File: src/rtl/sdr_pkg.sv
package sdr_pkg;
  typedef enum logic [1:0] {
    ST_IDLE  = 2'd0,
    ST_ACCUM = 2'd1,
    ST_FINAL = 2'd2
  } sdr_state_t;
endpackage

File: src/rtl/sdr_ctrl.sv
module sdr_ctrl
  import sdr_pkg::*;
(
  input  logic clk,
  input  logic rst_n,
  input  logic start,
  input  logic last_step,
  output logic ready,
  output logic load_en,
  output logic acc_en,
  output logic fin_en
);
  sdr_state_t st_q, st_d;

  always_ff @(posedge clk or negedge rst_n) begin
    if (!rst_n) st_q <= ST_IDLE;
    else        st_q <= st_d;
  end

  always_comb begin
    st_d    = st_q;
    load_en = 1'b0;
    acc_en  = 1'b0;
    fin_en  = 1'b0;
    ready   = 1'b0;
    unique case (st_q)
      ST_IDLE: begin
        ready = 1'b1;
        if (start) begin
          load_en = 1'b1;
          st_d    = ST_ACCUM;
        end
      end
      ST_ACCUM: begin
        acc_en = 1'b1;
        // exit on the index value being written, not the one held now
        if (last_step) st_d = ST_FINAL;
      end
      ST_FINAL: begin
        fin_en = 1'b1;
        st_d   = ST_IDLE;
      end
      default: st_d = ST_IDLE;
    endcase
  end


  accum_exit_chk: assert property (@(posedge clk) disable iff (!rst_n)
    (st_q == ST_ACCUM && last_step) |=> (st_q == ST_FINAL));


  final_single_chk: assert property (@(posedge clk) disable iff (!rst_n)
    (st_q == ST_FINAL) |=> (st_q == ST_IDLE));


  enable_excl_chk: assert property (@(posedge clk) disable iff (!rst_n)
    $onehot0({load_en, acc_en, fin_en}));
endmodule

File: src/rtl/sdr_round.sv
module sdr_round #(
  parameter int SUM_W = 10,
  parameter int SHIFT = 3,
  parameter int RES_W = SUM_W - SHIFT + 1
) (
  input  logic             clk,
  input  logic             rst_n,
  input  logic [SUM_W-1:0] sum_in,
  output logic [RES_W-1:0] rounded
);
  localparam int HALF = 1 << (SHIFT - 1);

  logic [SUM_W-SHIFT-1:0] quot;
  logic [SHIFT-1:0]       rem;
  logic                   bump;

  always_comb begin
    quot    = sum_in[SUM_W-1:SHIFT];
    rem     = sum_in[SHIFT-1:0];
    bump    = (rem > SHIFT'(HALF - 1));
    rounded = RES_W'(quot) + RES_W'(bump);
  end

  // scaled result lies within half a step of the sum, ties rounded up
  rounding_err_chk: assert property (@(posedge clk) disable iff (!rst_n)
    ((int'(rounded) * (1 << SHIFT) - int'(sum_in) <= HALF) &&
     (int'(rounded) * (1 << SHIFT) - int'(sum_in) > -HALF)));
endmodule

File: src/rtl/sdr_datapath.sv
module sdr_datapath #(
  parameter int N_OPS = 4,
  parameter int OP_W  = 8,
  parameter int SHIFT = 3,
  parameter int SUM_W = OP_W + $clog2(N_OPS),
  parameter int RES_W = SUM_W - SHIFT + 1,
  parameter int IDX_W = $clog2(N_OPS + 1)
) (
  input  logic                  clk,
  input  logic                  rst_n,
  input  logic [N_OPS*OP_W-1:0] ops_in,
  input  logic                  load_en,
  input  logic                  acc_en,
  input  logic                  fin_en,
  input  logic [RES_W-1:0]      rnd_val,
  output logic [SUM_W-1:0]      sum_q,
  output logic                  last_step,
  output logic [RES_W-1:0]      result_q
);
  localparam int MAX_SUM = N_OPS * ((1 << OP_W) - 1);

  logic [OP_W-1:0]  op_q [N_OPS];
  logic [IDX_W-1:0] idx_q, idx_nx;
  logic [OP_W-1:0]  op_sel;

  for (genvar k = 0; k < N_OPS; k++) begin : g_op
    always_ff @(posedge clk or negedge rst_n) begin
      if (!rst_n)       op_q[k] <= '0;
      else if (load_en) op_q[k] <= ops_in[k*OP_W +: OP_W];
    end
  end

  always_comb begin
    op_sel = '0;
    for (int k = 0; k < N_OPS; k++)
      if (idx_q == IDX_W'(k)) op_sel = op_q[k];
  end

  assign idx_nx    = idx_q + IDX_W'(1);
  assign last_step = (idx_nx == IDX_W'(N_OPS));

  always_ff @(posedge clk or negedge rst_n) begin
    if (!rst_n) begin
      idx_q <= '0;
      sum_q <= '0;
    end else if (load_en) begin
      idx_q <= '0;
      sum_q <= '0;
    end else if (acc_en) begin
      idx_q <= idx_nx;
      sum_q <= sum_q + SUM_W'(op_sel);
    end
  end

  always_ff @(posedge clk or negedge rst_n) begin
    if (!rst_n)      result_q <= '0;
    else if (fin_en) result_q <= rnd_val;
  end


  idx_range_chk: assert property (@(posedge clk) disable iff (!rst_n)
    acc_en |-> (int'(idx_q) < N_OPS));


  sum_bound_chk: assert property (@(posedge clk) disable iff (!rst_n)
    int'(sum_q) <= MAX_SUM);


  ops_hold_chk: assert property (@(posedge clk) disable iff (!rst_n)
    (!load_en && !$isunknown(op_q[0])) |=> $stable(op_q[0]));
endmodule

File: src/rtl/sum_div_round.sv
module sum_div_round #(
  parameter int N_OPS = 4,
  parameter int OP_W  = 8,
  parameter int SHIFT = 3,
  parameter int SUM_W = OP_W + $clog2(N_OPS),
  parameter int RES_W = SUM_W - SHIFT + 1
) (
  input  logic                  clk,
  input  logic                  rst_n,
  input  logic                  start,
  input  logic [N_OPS*OP_W-1:0] opnds,
  output logic                  ready,
  output logic [RES_W-1:0]      result
);
  logic             load_en, acc_en, fin_en, last_step;
  logic [SUM_W-1:0] sum_q;
  logic [RES_W-1:0] rnd_val;

  sdr_ctrl u_ctrl (
    .clk       (clk),
    .rst_n     (rst_n),
    .start     (start),
    .last_step (last_step),
    .ready     (ready),
    .load_en   (load_en),
    .acc_en    (acc_en),
    .fin_en    (fin_en)
  );

  sdr_datapath #(
    .N_OPS (N_OPS),
    .OP_W  (OP_W),
    .SHIFT (SHIFT),
    .SUM_W (SUM_W),
    .RES_W (RES_W)
  ) u_dp (
    .clk       (clk),
    .rst_n     (rst_n),
    .ops_in    (opnds),
    .load_en   (load_en),
    .acc_en    (acc_en),
    .fin_en    (fin_en),
    .rnd_val   (rnd_val),
    .sum_q     (sum_q),
    .last_step (last_step),
    .result_q  (result)
  );

  sdr_round #(
    .SUM_W (SUM_W),
    .SHIFT (SHIFT),
    .RES_W (RES_W)
  ) u_rnd (
    .clk     (clk),
    .rst_n   (rst_n),
    .sum_in  (sum_q),
    .rounded (rnd_val)
  );

  // busy-length window counted rather than unrolled
  logic [7:0] busy_cnt;
  always_ff @(posedge clk or negedge rst_n) begin
    if (!rst_n)     busy_cnt <= '0;
    else if (ready) busy_cnt <= '0;
    else            busy_cnt <= busy_cnt + 8'd1;
  end


  start_accept_chk: assert property (@(posedge clk) disable iff (!rst_n)
    (start && ready) |=> !ready);


  busy_len_chk: assert property (@(posedge clk) disable iff (!rst_n)
    $rose(ready) |-> (int'(busy_cnt) == N_OPS + 1));


  result_hold_chk: assert property (@(posedge clk) disable iff (!rst_n)
    !$stable(result) |-> $rose(ready));
endmodule

File: config.mk
export PLATFORM = sky130hd
export DESIGN_NAME = sum_div_round
export DESIGN_NICKNAME = d
export VERILOG_FILES = /design/src/rtl/sdr_pkg.sv /design/src/rtl/sdr_ctrl.sv /design/src/rtl/sdr_round.sv /design/src/rtl/sdr_datapath.sv /design/src/rtl/sum_div_round.sv
export SDC_FILE = /design/constraint.sdc
export NUM_CORES = 1
export LEC_CHECK = 0
export BUFFER_PORTS_ARGS = -buffer_cell sky130_fd_sc_hd__buf_2
export CELL_PAD_IN_SITES_DETAIL_PLACEMENT = 1
export CELL_PAD_IN_SITES_GLOBAL_PLACEMENT = 2
export CORE_MARGIN = 4
export CORE_UTILIZATION = 36
export DETAILED_ROUTE_END_ITERATION = 8
export PLACE_DENSITY_LB_ADDON = 0.1
export SETUP_SLACK_MARGIN = 0.05
export SYNTH_ARGS = -nofsm -noshare
export SYNTH_HDL_FRONTEND = slang
export SYNTH_SLANG_ARGS = --single-unit
File: constraint.sdc
create_clock -name clk -period 4.4 [get_ports clk]
set_clock_uncertainty 0.2 [all_clocks]
set_input_delay 0.66 -clock clk [delete_from_list [all_inputs] [get_ports clk]]
set_output_delay 0.66 -clock clk [all_outputs]
set_load 0.02 [all_outputs]
==> Word-level counts from Yosys, hierarchy flattened <==
Index checks and enable logic that the tools add are counted.
{ "totals": {"romBits": 0, "mem_bits_rw": 0, "word_cells": 40, "memories": 0, "latch_bits": 0, "ff_bits": 55} }
{ "classes": {"n_div": 0, "n_bitwise": 0, "n_shift": 0, "n_lt_le_gt_ge": 1, "n_reduce_logical": 4, "n_addsub": 3, "muxes": 16, "n_mul": 0, "n_eq_ne": 8} }
{ "op_table": {"columns": ["cell", "count"], "rows": [
  ["8-bit 2-to-1 mux", 4],
  ["10-bit 2-to-1 mux", 2],
  ["10-bit by 8-bit adder with 10-bit output", 1],
  ["7-bit by 1-bit adder with 8-bit output", 1],
  ["3-bit by 2-bit equality test with 1-bit output (second input constant)", 2],
  ["3-bit 2-to-1 mux", 2],
  ["1-bit 2-to-1 mux", 5],
  ["2-bit 2-to-1 mux", 2],
  ["2-bit inequality test (second input constant)", 2],
  ["2-bit case mux with 2 select lines", 1],
  ["3-bit by 1-bit adder with 3-bit output (second input constant)", 1],
  ["3-bit by 1-bit equality test with 1-bit output (second input constant)", 1],
  ["3-bit equality test (second input constant)", 1],
  ["3-bit by 2-bit > comparator with 1-bit output (second input constant)", 1],
  ["3-bit logical NOT", 1],
  ["2-bit by 1-bit equality test with 1-bit output (second input constant)", 1],
  ["2-bit equality test (second input constant)", 1],
  ["2-bit logical NOT", 1],
  ["2-bit AND reduction", 1],
  ["2-bit nonzero test", 1]
]} }

==> Longest topological paths before layout <==
Gate-level depths: netlist of run 1.
{ "depth": {"word_depth": 8, "mapped_depth": 15} }

==> Cells and area by module <==
From an unflattened synthesis of run 1, not the netlist that was laid out.
{ "unflattened": {"cells_unflattened": 259, "area_unflattened_um2": 2931.6} }
{ "modules_own_cells": {"columns": ["module", "area_per_inst_um2", "instances", "seq_area_each_um2", "cells_per_inst"], "rows": [
  ["sdr_datapath", 2711.4, 1, 1326.3, 233],
  ["sdr_round", 116.4, 1, 0.0, 16],
  ["sdr_ctrl", 103.8, 1, 50.0, 10]
]} }

==> Worst setup path after synthesis of run 1 <==
Ideal clock, no wire load.
{ "synth_timing": {"kind": "register to register", "from": "reg u_dp.idx_q[0]", "to": "reg u_dp.sum_q[6]", "arrival_ps": 2714, "path_stages_with_launch": 14, "n_path_buf": 2, "setup_ps": 123, "path_slack_ps": 1363, "period_less_slack_ps": 3037, "t_required_ps": 4077, "path_cell_list": "dfrtp_1 ha_1 clkbuf_2 buf_2 a21oi_1 o21ai_0 a22o_1 ha_1 fa_1 a211oi_1 o21bai_1 a21oi_1 xor2_1 o21ai_1"} }
{ "synth_between": {"elab_chain_len": 8} }
{ "synth_lines": {"columns": ["element", "line", "source"], "rows": [
  ["start: declaration", "sdr_datapath.sv:23", "logic [IDX_W-1:0] idx_q, idx_nx;"],
  ["start signal: assignment", "sdr_datapath.sv:50", "idx_q <= idx_nx;"],
  ["3-bit logical NOT", "sdr_datapath.sv:36", "if (idx_q == IDX_W'(k)) op_sel = op_q[k];"],
  ["8-bit 2-to-1 mux (3 in series)", "sdr_datapath.sv:36", null],
  ["8-bit 2-to-1 mux (*)", "sdr_datapath.sv:36", null],
  ["10-bit by 8-bit adder with 10-bit output (*)", "sdr_datapath.sv:51", "sum_q <= sum_q + SUM_W'(op_sel);"],
  ["10-bit 2-to-1 mux (*)", "sdr_datapath.sv:49", "end else if (acc_en) begin"],
  ["10-bit 2-to-1 mux (*)", "sdr_datapath.sv:46", "end else if (load_en) begin"],
  ["end signal: assignment", "sdr_datapath.sv:51", null],
  ["end: declaration", "sdr_datapath.sv:16", "output logic [SUM_W-1:0] sum_q,"]
]} }
Mark *: on every way between the ends. The rest lies on a longest branch, timed or not. The select of a mux whose other input is x is not followed.
A chain may end at the register's enable or synchronous reset.

==> Worst setup path in the final report of run 1 <==
{ "layout_timing": {"from": "reg u_dp.idx_q[1]", "to": "reg u_dp.sum_q[6]"} }
The elaborated chain is that of the path after synthesis.

==> key figures, run 1 <==
Timing
  – Min cycle time layout: 3.51 ns
  – Final setup slack of the worst path: 0.894 ns
  – Final hold violation count: 0
  – FMAX: 285 MHz
  – Final Max Slew Viols: 0
  – Tcrit/Tclk final: 79.7%
  – Final setup fails: 0
  – Worst slew margin: 45.5%
  – RSZ-0062 raised after global routing: false
  – Worst slew pin tran: 0.814 ns
  – Final setup TNS: 0 ns

Power
  – Switching fraction of total power: 44.4%
  – Logic pwr share: 48.5%
  – Switch Pwr: 1.07 mW
  – Clock power share: 13.0%
  – Internal: 1.34 mW
  – Flop pwr share: 38.5%
  – Tot Pwr: 2.42 mW
  – Leakage: 1.64 nW
  – Peak supply drop: 0.191 mV
  – PwrDens: 745 nW/µm²

Yosys
  – Synth Area in Simple Gates: 22.0%
  – Share of Yosys cell area claimed by the top area cell type: 48.1%
  – Top post-synthesis cells by area: dfrtp_1 48%, nand2_1 17%, ha_1 7.0%, o21ai_0 4.5%, a22o_1 2.4%
  – Cells after Synth: 332
  – Async S/R FF share, synth: 100%
  – Syn_area_per_cell: 8.62 µm²
  – Synth top cells by count: 127 x nand2_1, 55 x dfrtp_1, 26 x o21ai_0, 16 x ha_1
  – Synth unique cells: 31
  – Most frequent cell after synthesis: nand2_1
  – Most used flip-flop cell after synthesis: dfrtp_1
  – Largest family of logic cells by synthesized area: simple AND/OR/NAND/NOR gates
  – Number of synthesis warnings: 0
  – Dominant cell type by area after synthesis: dfrtp_1
  – Synth Net Count: 384
  – Adder-cell share of the synthesized area: 7.70%
  – Register bit total from synthesis: 55
  – Register area share after synthesis: 48.1%
  – EDFF count, synth: 0
  – Share of the synthesized netlist area taken by xor and xnor gates: 2.76%
  – Synth Area in Compound Gates: 14.9%
  – Fraction of synthesized area in multiplexers: 1.14%
  – Mapped cell area: 2860 µm²

Layout
  – Register Area: 1380 µm²
  – Layout cells sized above 1: 16.3%
  – Nets@finish: 418
  – Antenna diodes: 0
  – Area growth from synthesis to layout: 13.5%
  – Final instance area: 3250 µm²
  – Multi-input gate area: 1390 µm²
  – Fillers: 955

Floorplan
  – CORE AREA: 7730 µm²
  – Chip width: 97.1 µm
  – Row count: 32
  – Die Ht: 97.1 µm
  – Count of boundary I/O pins: 44
  – Die area: 9440 µm²
  – Initial Utilization: 37.0%

Critical path
  – Worst R2R End: u_dp.sum_q[6]
  – WP buf/inv: 1
  – Worst reg-to-reg setup slack: 0.89 ns
  – Worst-path maximum fanout: 16
  – Crit-path cells: inv_1, ha_1, nor2_1, a21oi_1, o21ai_0, a22o_1, ha_1, fa_1, a211oi_1, o21bai_1, a21oi_1, xor2_1, o21ai_1
  – Crit Path Class: flip-flop to flip-flop
  – Worst endpoint required time: 4.38 ns
  – Cell family with most CP delay: compound AO/OA/AOI/OAI gates
  – CP max stage cell: ha_1
  – Reg2Reg Launch Point: u_dp.idx_q[1]
  – Startpoint types: flip-flop
  – Reg2Reg Depth: 13
  – Crit path DAT: 3.48 ns
  – Setup crit end kind: flip-flop
  – CP max stage delay: 0.48 ns

Worst hold path
  – Worst hold path class: input pin to asynchronous set/reset pin

Clock tree
  – CTS tree: yes
  – Worst skew pair latency: 0.31 ns
  – Maximum clock path buffer count: 2
  – CTS hold repair buffers: 0
  – CTS Buf Count: 5
  – Clock Pin Slew Worst Setup and Hold Paths: 0.10 ns
  – CTS Sinks: 55
  – Resize count post-CTS: 0
  – Post-CTS setup buffer count: 0
  – CTS root buffer: clkbuf_8
  – Htree depth: 2

Route
  – First DRT Iteration DRCs: 67
  – Met2 wire length: 3610 µm
  – Via-to-Cell Ratio: 4.89
  – Via count: 2292
  – DR pass1 iterations: 4
  – Routed Antenna Nets: 0
  – DRT met1 WL: 3280 µm
  – Top sig layer: met4
  – Wire length on met3: 155 µm
  – Routed WL: 7100 µm
  – Number of remaining DRC errors: 0
  – Wirelength per Cell: 15.1 µm

Global routing
  – Total grt overflow: 0
  – Initial antenna violation count: 0
  – Largest net degree at the start of global routing: 44
  – Global-route wire length before repair: 12500 µm
  – Vias in the first global route: 2479
  – Overall routing resource usage: 16.1%

Place
  – Placed cell areas: 3140 µm²
  – DP Worst Slack: 0.973 ns
  – Placer Congestion: 0.853
  – HPWL after detailed placement: 5310 µm
  – Port bufs: 43

Run
  – Maxcap violations: 0

Outcome
  – Outcome: finished, final reports clean
area by class of cell:
cell class / count / share of cell area, %
repair buffers: 45 / 7.09
multi-input cells: 254 / 42.8
clock buffers: 7 / 2.97
inverters: 5 / 0.578
clock inverters: 1 / 0.231
well taps: 102 / 3.93
flip-flops and latches: 55 / 42.4
sequential cells by signal, summed over array words and instances, names as in the netlist:
| name | count |
|---|---|
| u_dp.sum_q | 10 |
| u_dp.result_q | 8 |
| u_ctrl.st_q | 2 |
| u_dp.idx_q | 3 |
| u_dp.op_q | 32 |
power groups by stage:
stage,Combinational (mW),Sequential (mW),Clock (mW)
finish,1.17,0.931,0.315
global placement,1.15,0.945,0
detailed placement,1.19,0.948,0
CTS,1.20,0.937,0.331
global route,1.37,0.964,0.346
floorplan,0.896,0.901,0
per-layer routing:
layer	GRT usage (%)	vias to the layer above
li1	-	1165
met1	21.1	1098
met5	0	-
met3	2.23	4
met4	3.56	0
met2	28.1	25
placed cells by master (no fill, tap or decap), drive strengths merged:
| cell type | n |
|---|---|
| nand2 | 127 |
| dfrtp | 55 |
| buf | 45 |
| o21ai | 33 |
| ha | 16 |
| a21oi | 12 |
| nand3 | 12 |
| nor2 | 10 |
| a22o | 8 |
| clkbuf | 7 |
| inv | 5 |
| xor2 | 5 |
| xnor2 | 4 |
| a211oi | 4 |
| and2 | 2 |
| nand2b | 2 |
| nor2b | 2 |
| and3 | 2 |
| a2111oi | 2 |
| o31ai | 2 |
| mux2 | 2 |
| o21bai | 2 |
| a21o | 2 |
| a31oi | 1 |
| o211ai | 1 |
| nor3 | 1 |
| mux2i | 1 |
| fa | 1 |
| clkinvlp | 1 |
worst max path at each step:
| stage | start | to | slack (ns) | cells past startpoint |
|---|---|---|---|---|
| global route | u_dp.idx_q[1] | u_dp.sum_q[6] | 0.64 | 13 |
| detailed placement | u_dp.idx_q[1] | u_dp.sum_q[6] | 0.97 | 13 |
| finish | u_dp.idx_q[1] | u_dp.sum_q[6] | 0.89 | 13 |
| CTS | u_dp.idx_q[1] | u_dp.sum_q[6] | 0.90 | 13 |
| global placement | u_dp.idx_q[1] | u_dp.sum_q[6] | 1.08 | 13 |
| floorplan | u_dp.idx_q[0] | u_dp.sum_q[6] | 1.36 | 13 |
logic make-up (layout without fill, tap and decap cells):
logic type / after synthesis / after routing
DFF: 55 / 55
AOI/OAI and AO/OA: 67 / 67
adders and majority gates: 17 / 17
xor gates and xnor gates: 9 / 9
buffers and inverters: 23 / 58
and+or+nand+nor: 158 / 158
muxes: 3 / 3
metrics by stage:
stage                     hold WS, ns  instances  utilization (%)
final                           0.132        469             42.0
after global routing            0.178        469             42.0
after CTS                       0.156        469             42.0
after detailed placement        0.265        461             40.7
after global placement          0.257        461             40.7
after floorplan                 0.164        332                -
Power figures use the tool's default switching activity.
==> run 2: changes to the inputs <==
--- a/config.mk
+++ b/config.mk
@@ -5,11 +5,12 @@
 export SDC_FILE = /design/constraint.sdc
 export NUM_CORES = 1
 export LEC_CHECK = 0
+export ABC_AREA = 1
 export BUFFER_PORTS_ARGS = -buffer_cell sky130_fd_sc_hd__buf_2
 export CELL_PAD_IN_SITES_DETAIL_PLACEMENT = 1
 export CELL_PAD_IN_SITES_GLOBAL_PLACEMENT = 2
 export CORE_MARGIN = 4
-export CORE_UTILIZATION = 36
+export CORE_UTILIZATION = 33
 export DETAILED_ROUTE_END_ITERATION = 8
 export PLACE_DENSITY_LB_ADDON = 0.1
 export SETUP_SLACK_MARGIN = 0.05
==> constraint.sdc (replaced) <==
create_clock -name clk -period 3.5 [get_ports clk]
set_clock_uncertainty 0.2 [all_clocks]
set_input_delay 0.525 -clock clk [delete_from_list [all_inputs] [get_ports clk]]
set_output_delay 0.525 -clock clk [all_outputs]
set_load 0.02 [all_outputs]
==> run 2 against run 1 <==
Power up 39%. Final cell count up 13%. Core utilization down 3.6 points. Hold slack worse by 0.13 ns. First-iteration DRC count down 15%. Clock-buffer cell count down 1. Fmax up 14%. Register-to-register slack worse by 0.47 ns. Die area up 13%. Clock power up 33%. Design area up 3.7%.
==> key figures, run 2 <==
Outcome
  – Outcome: finished, final reports clean

Yosys
  – Dominant cell type by area after synthesis: dfrtp_1
  – Share of Yosys cell area claimed by the top area cell type: 45.9%
  – Syn_area_per_cell: 7.85 µm²
  – Mapped cell area: 3000 µm²
  – Synth Net Count: 434
  – Cells after Synth: 382
  – Number of synthesis warnings: 0
  – Synth unique cells: 32
  – Synth top cells by count: 175 x nand2_1, 55 x dfrtp_1, 24 x inv_1, 23 x nand3_1, 21 x o21ai_0
  – Async S/R FF share, synth: 100%
  – Most frequent cell after synthesis: nand2_1
  – Top post-synthesis cells by area: dfrtp_1 46%, nand2_1 22%, ha_1 6.7%, nand3_1 3.8%, o21ai_0 3.5%
  – EDFF count, synth: 0
  – Register area share after synthesis: 45.9%
  – Most used flip-flop cell after synthesis: dfrtp_1
  – Register bit total from synthesis: 55

Layout
  – Layout Cells excl Fill: 528
  – Fillers: 1086
  – Max reg flops: 32
  – Antenna diodes: 0
  – Layout cells sized above 1: 15.2%
  – Most common cell after layout, fill and taps aside: nand2_1
  – Most frequent cells in the layout: 175 x nand2_1, 55 x dfrtp_1, 43 x buf_2
  – Area growth from synthesis to layout: 12.3%
  – Biggest regs: u_dp.op_q (32), u_dp.sum_q (10), u_dp.result_q (8)
  – Nets@finish: 472
  – Top reg by flops: u_dp.op_q
  – Fin util: 38.4%

Global routing
  – Overall routing resource usage: 15.6%
  – Global-route wire length before repair: 13100 µm
  – Total grt overflow: 0
  – Initial antenna violation count: 0
  – Largest net degree at the start of global routing: 38
  – Vias in the first global route: 2717

Timing
  – Worst slew pin tran: 0.587 ns
  – RSZ-0062 raised after global routing: false
  – Worst slew margin: 60.9%
  – Final setup fails: 0
  – Final hold violation count: 0
  – Final Max Slew Viols: 0
  – Final setup TNS: 0 ns
  – Tcrit/Tclk final: 87.9%
  – FMAX: 325 MHz
  – Worst slack on hold paths: 0.00687 ns
  – Min cycle time layout: 3.08 ns

Clock tree
  – CTS Buf Count: 5
  – Clock Pin Slew Worst Setup and Hold Paths: 0.10 ns
  – Htree depth: 2
  – Maximum clock path buffer count: 2
  – CTS hold repair buffers: 0
  – Post-CTS setup buffer count: 0
  – CTS root buffer: clkbuf_8
  – CTS tree: yes
  – Worst skew pair latency: 0.31 ns
  – Resize count post-CTS: 0
  – CTS Sinks: 55

Floorplan
  – Count of boundary I/O pins: 44
  – Row count: 34
  – Chip width: 103 µm
  – Initial Utilization: 34.2%
  – CORE AREA: 8760 µm²
  – Die area: 10700 µm²
  – Die Ht: 103 µm

Route
  – Routed Antenna Nets: 0
  – Wirelength per Cell: 14.1 µm
  – Routed WL: 7420 µm
  – Via count: 2496
  – Via-to-Cell Ratio: 4.73
  – First DRT Iteration DRCs: 57
  – Number of remaining DRC errors: 0
  – DR pass1 iterations: 4

Critical path
  – Worst endpoint required time: 3.51 ns
  – Crit path DAT: 3.08 ns
  – Worst-path maximum fanout: 9
  – Crit Path Class: flip-flop to flip-flop
  – Setup crit end kind: flip-flop
  – Startpoint types: flip-flop

Run
  – Maxcap violations: 0

Place
  – HPWL after detailed placement: 5760 µm
  – Placer Congestion: 0.829
  – Cell count after placement: 521
  – Port bufs: 43

Power
  – Tot Pwr: 3.36 mW
  – Peak supply drop: 0.288 mV
  – PwrDens: 999 nW/µm²
  – Leakage: 1.83 nW

Worst hold path
  – Worst hold path class: input pin to asynchronous set/reset pin
==> run 2: changes by cell type after synthesis, moves of 5 or more <==
cell	change
clkbuf_1	-8
a31oi_1	+7
inv_1	+19
nand2_1	+48
nand3_1	+11
o21ai_0	-5
a22o_1	-6
==> run 2: logic make-up (layout without fill, tap and decap cells) <==
group,after synthesis,count (layout),synth area share [%]
AND/OR/NAND/NOR,218,218,30.4
flip-flops,55,55,45.9
AO/OA/AOI/OAI,48,48,8.85
buffers and inverters,42,80,6.89
adder cells (fa/ha/maj),17,17,7.35
XOR/XNOR,2,2,0.584
==> run 2: critical path, cell delays in order (launching register included) <==
cell and delay, ns:
dfrtp_1 0.42, inv_1 0.12, ha_1 0.32, nand2_1 0.26
a31oi_1 0.25, o21ai_0 0.13, ha_1 0.23, fa_1 0.44
nand3_1 0.12, nand3_1 0.12, nand3_1 0.10, nand2_1 0.08
nand2_1 0.07, nand2_1 0.05, nand2_1 0.05, inv_1 0.03
==> run 2: metrics by stage <==
| step | instance area (µm²) | setup slack (ns) |
|---|---|---|
| 2_1_floorplan | 3000 | 0.773 |
| 3_3_place_gp | 3260 | 0.438 |
| 3_5_place_dp | 3260 | 0.392 |
| 4_1_cts | 3360 | 0.372 |
| 5_1_grt | 3370 | 0.122 |
| 6_report | 3370 | 0.424 |
==> run 2: layout make-up <==
cell class,count,area (µm²),area share (%)
multi-input cells,285,1420,42.1
clock buffers,6,72.6,2.16
well taps,108,135,4.01
inverters,29,111,3.31
clock inverters,1,30.0,0.892
flip-flops and latches,55,1380,40.9
repair buffers,44,223,6.62
==> run 2: power breakdown <==
part / total (mW) / leakage [nW] / switching (mW) / internal [mW]
combinational: 1.78 / 1.09 / 1.13 / 0.644
sequential: 1.16 / 0.688 / 0.230 / 0.935
clock: 0.419 / 0.0513 / 0.209 / 0.210
==> run 2: path summary, 6_finish.rpt <==
| path | from | end | slack (ns) | depth (start not counted) |
|---|---|---|---|---|
| setup / recovery | u_dp.idx_q[1] | u_dp.sum_q[8] | 0.42 | 15 |
| hold / removal | rst_n | u_dp.result_q[3] | 0.007 | 1 |
| setup reg to reg | u_dp.idx_q[1] | u_dp.sum_q[8] | 0.42 | 15 |
| hold reg to reg | u_dp.result_q[0] | u_dp.result_q[0] | 0.27 | 2 |
| max in group asynchronous | rst_n | u_dp.sum_q[9] | 2.25 | 2 |
| min in group clk | opnds[2] | u_dp.op_q[26] | 0.20 | 3 |
==> run 2: layer usage <==
layer	vias to the layer above	track usage (%)	share of wire [%]
met3	5	2.28	2.5
met5	-	0	0
met1	1162	20.7	49
li1	1295	-	-
met4	0	3.88	0.92
met2	34	26.6	48
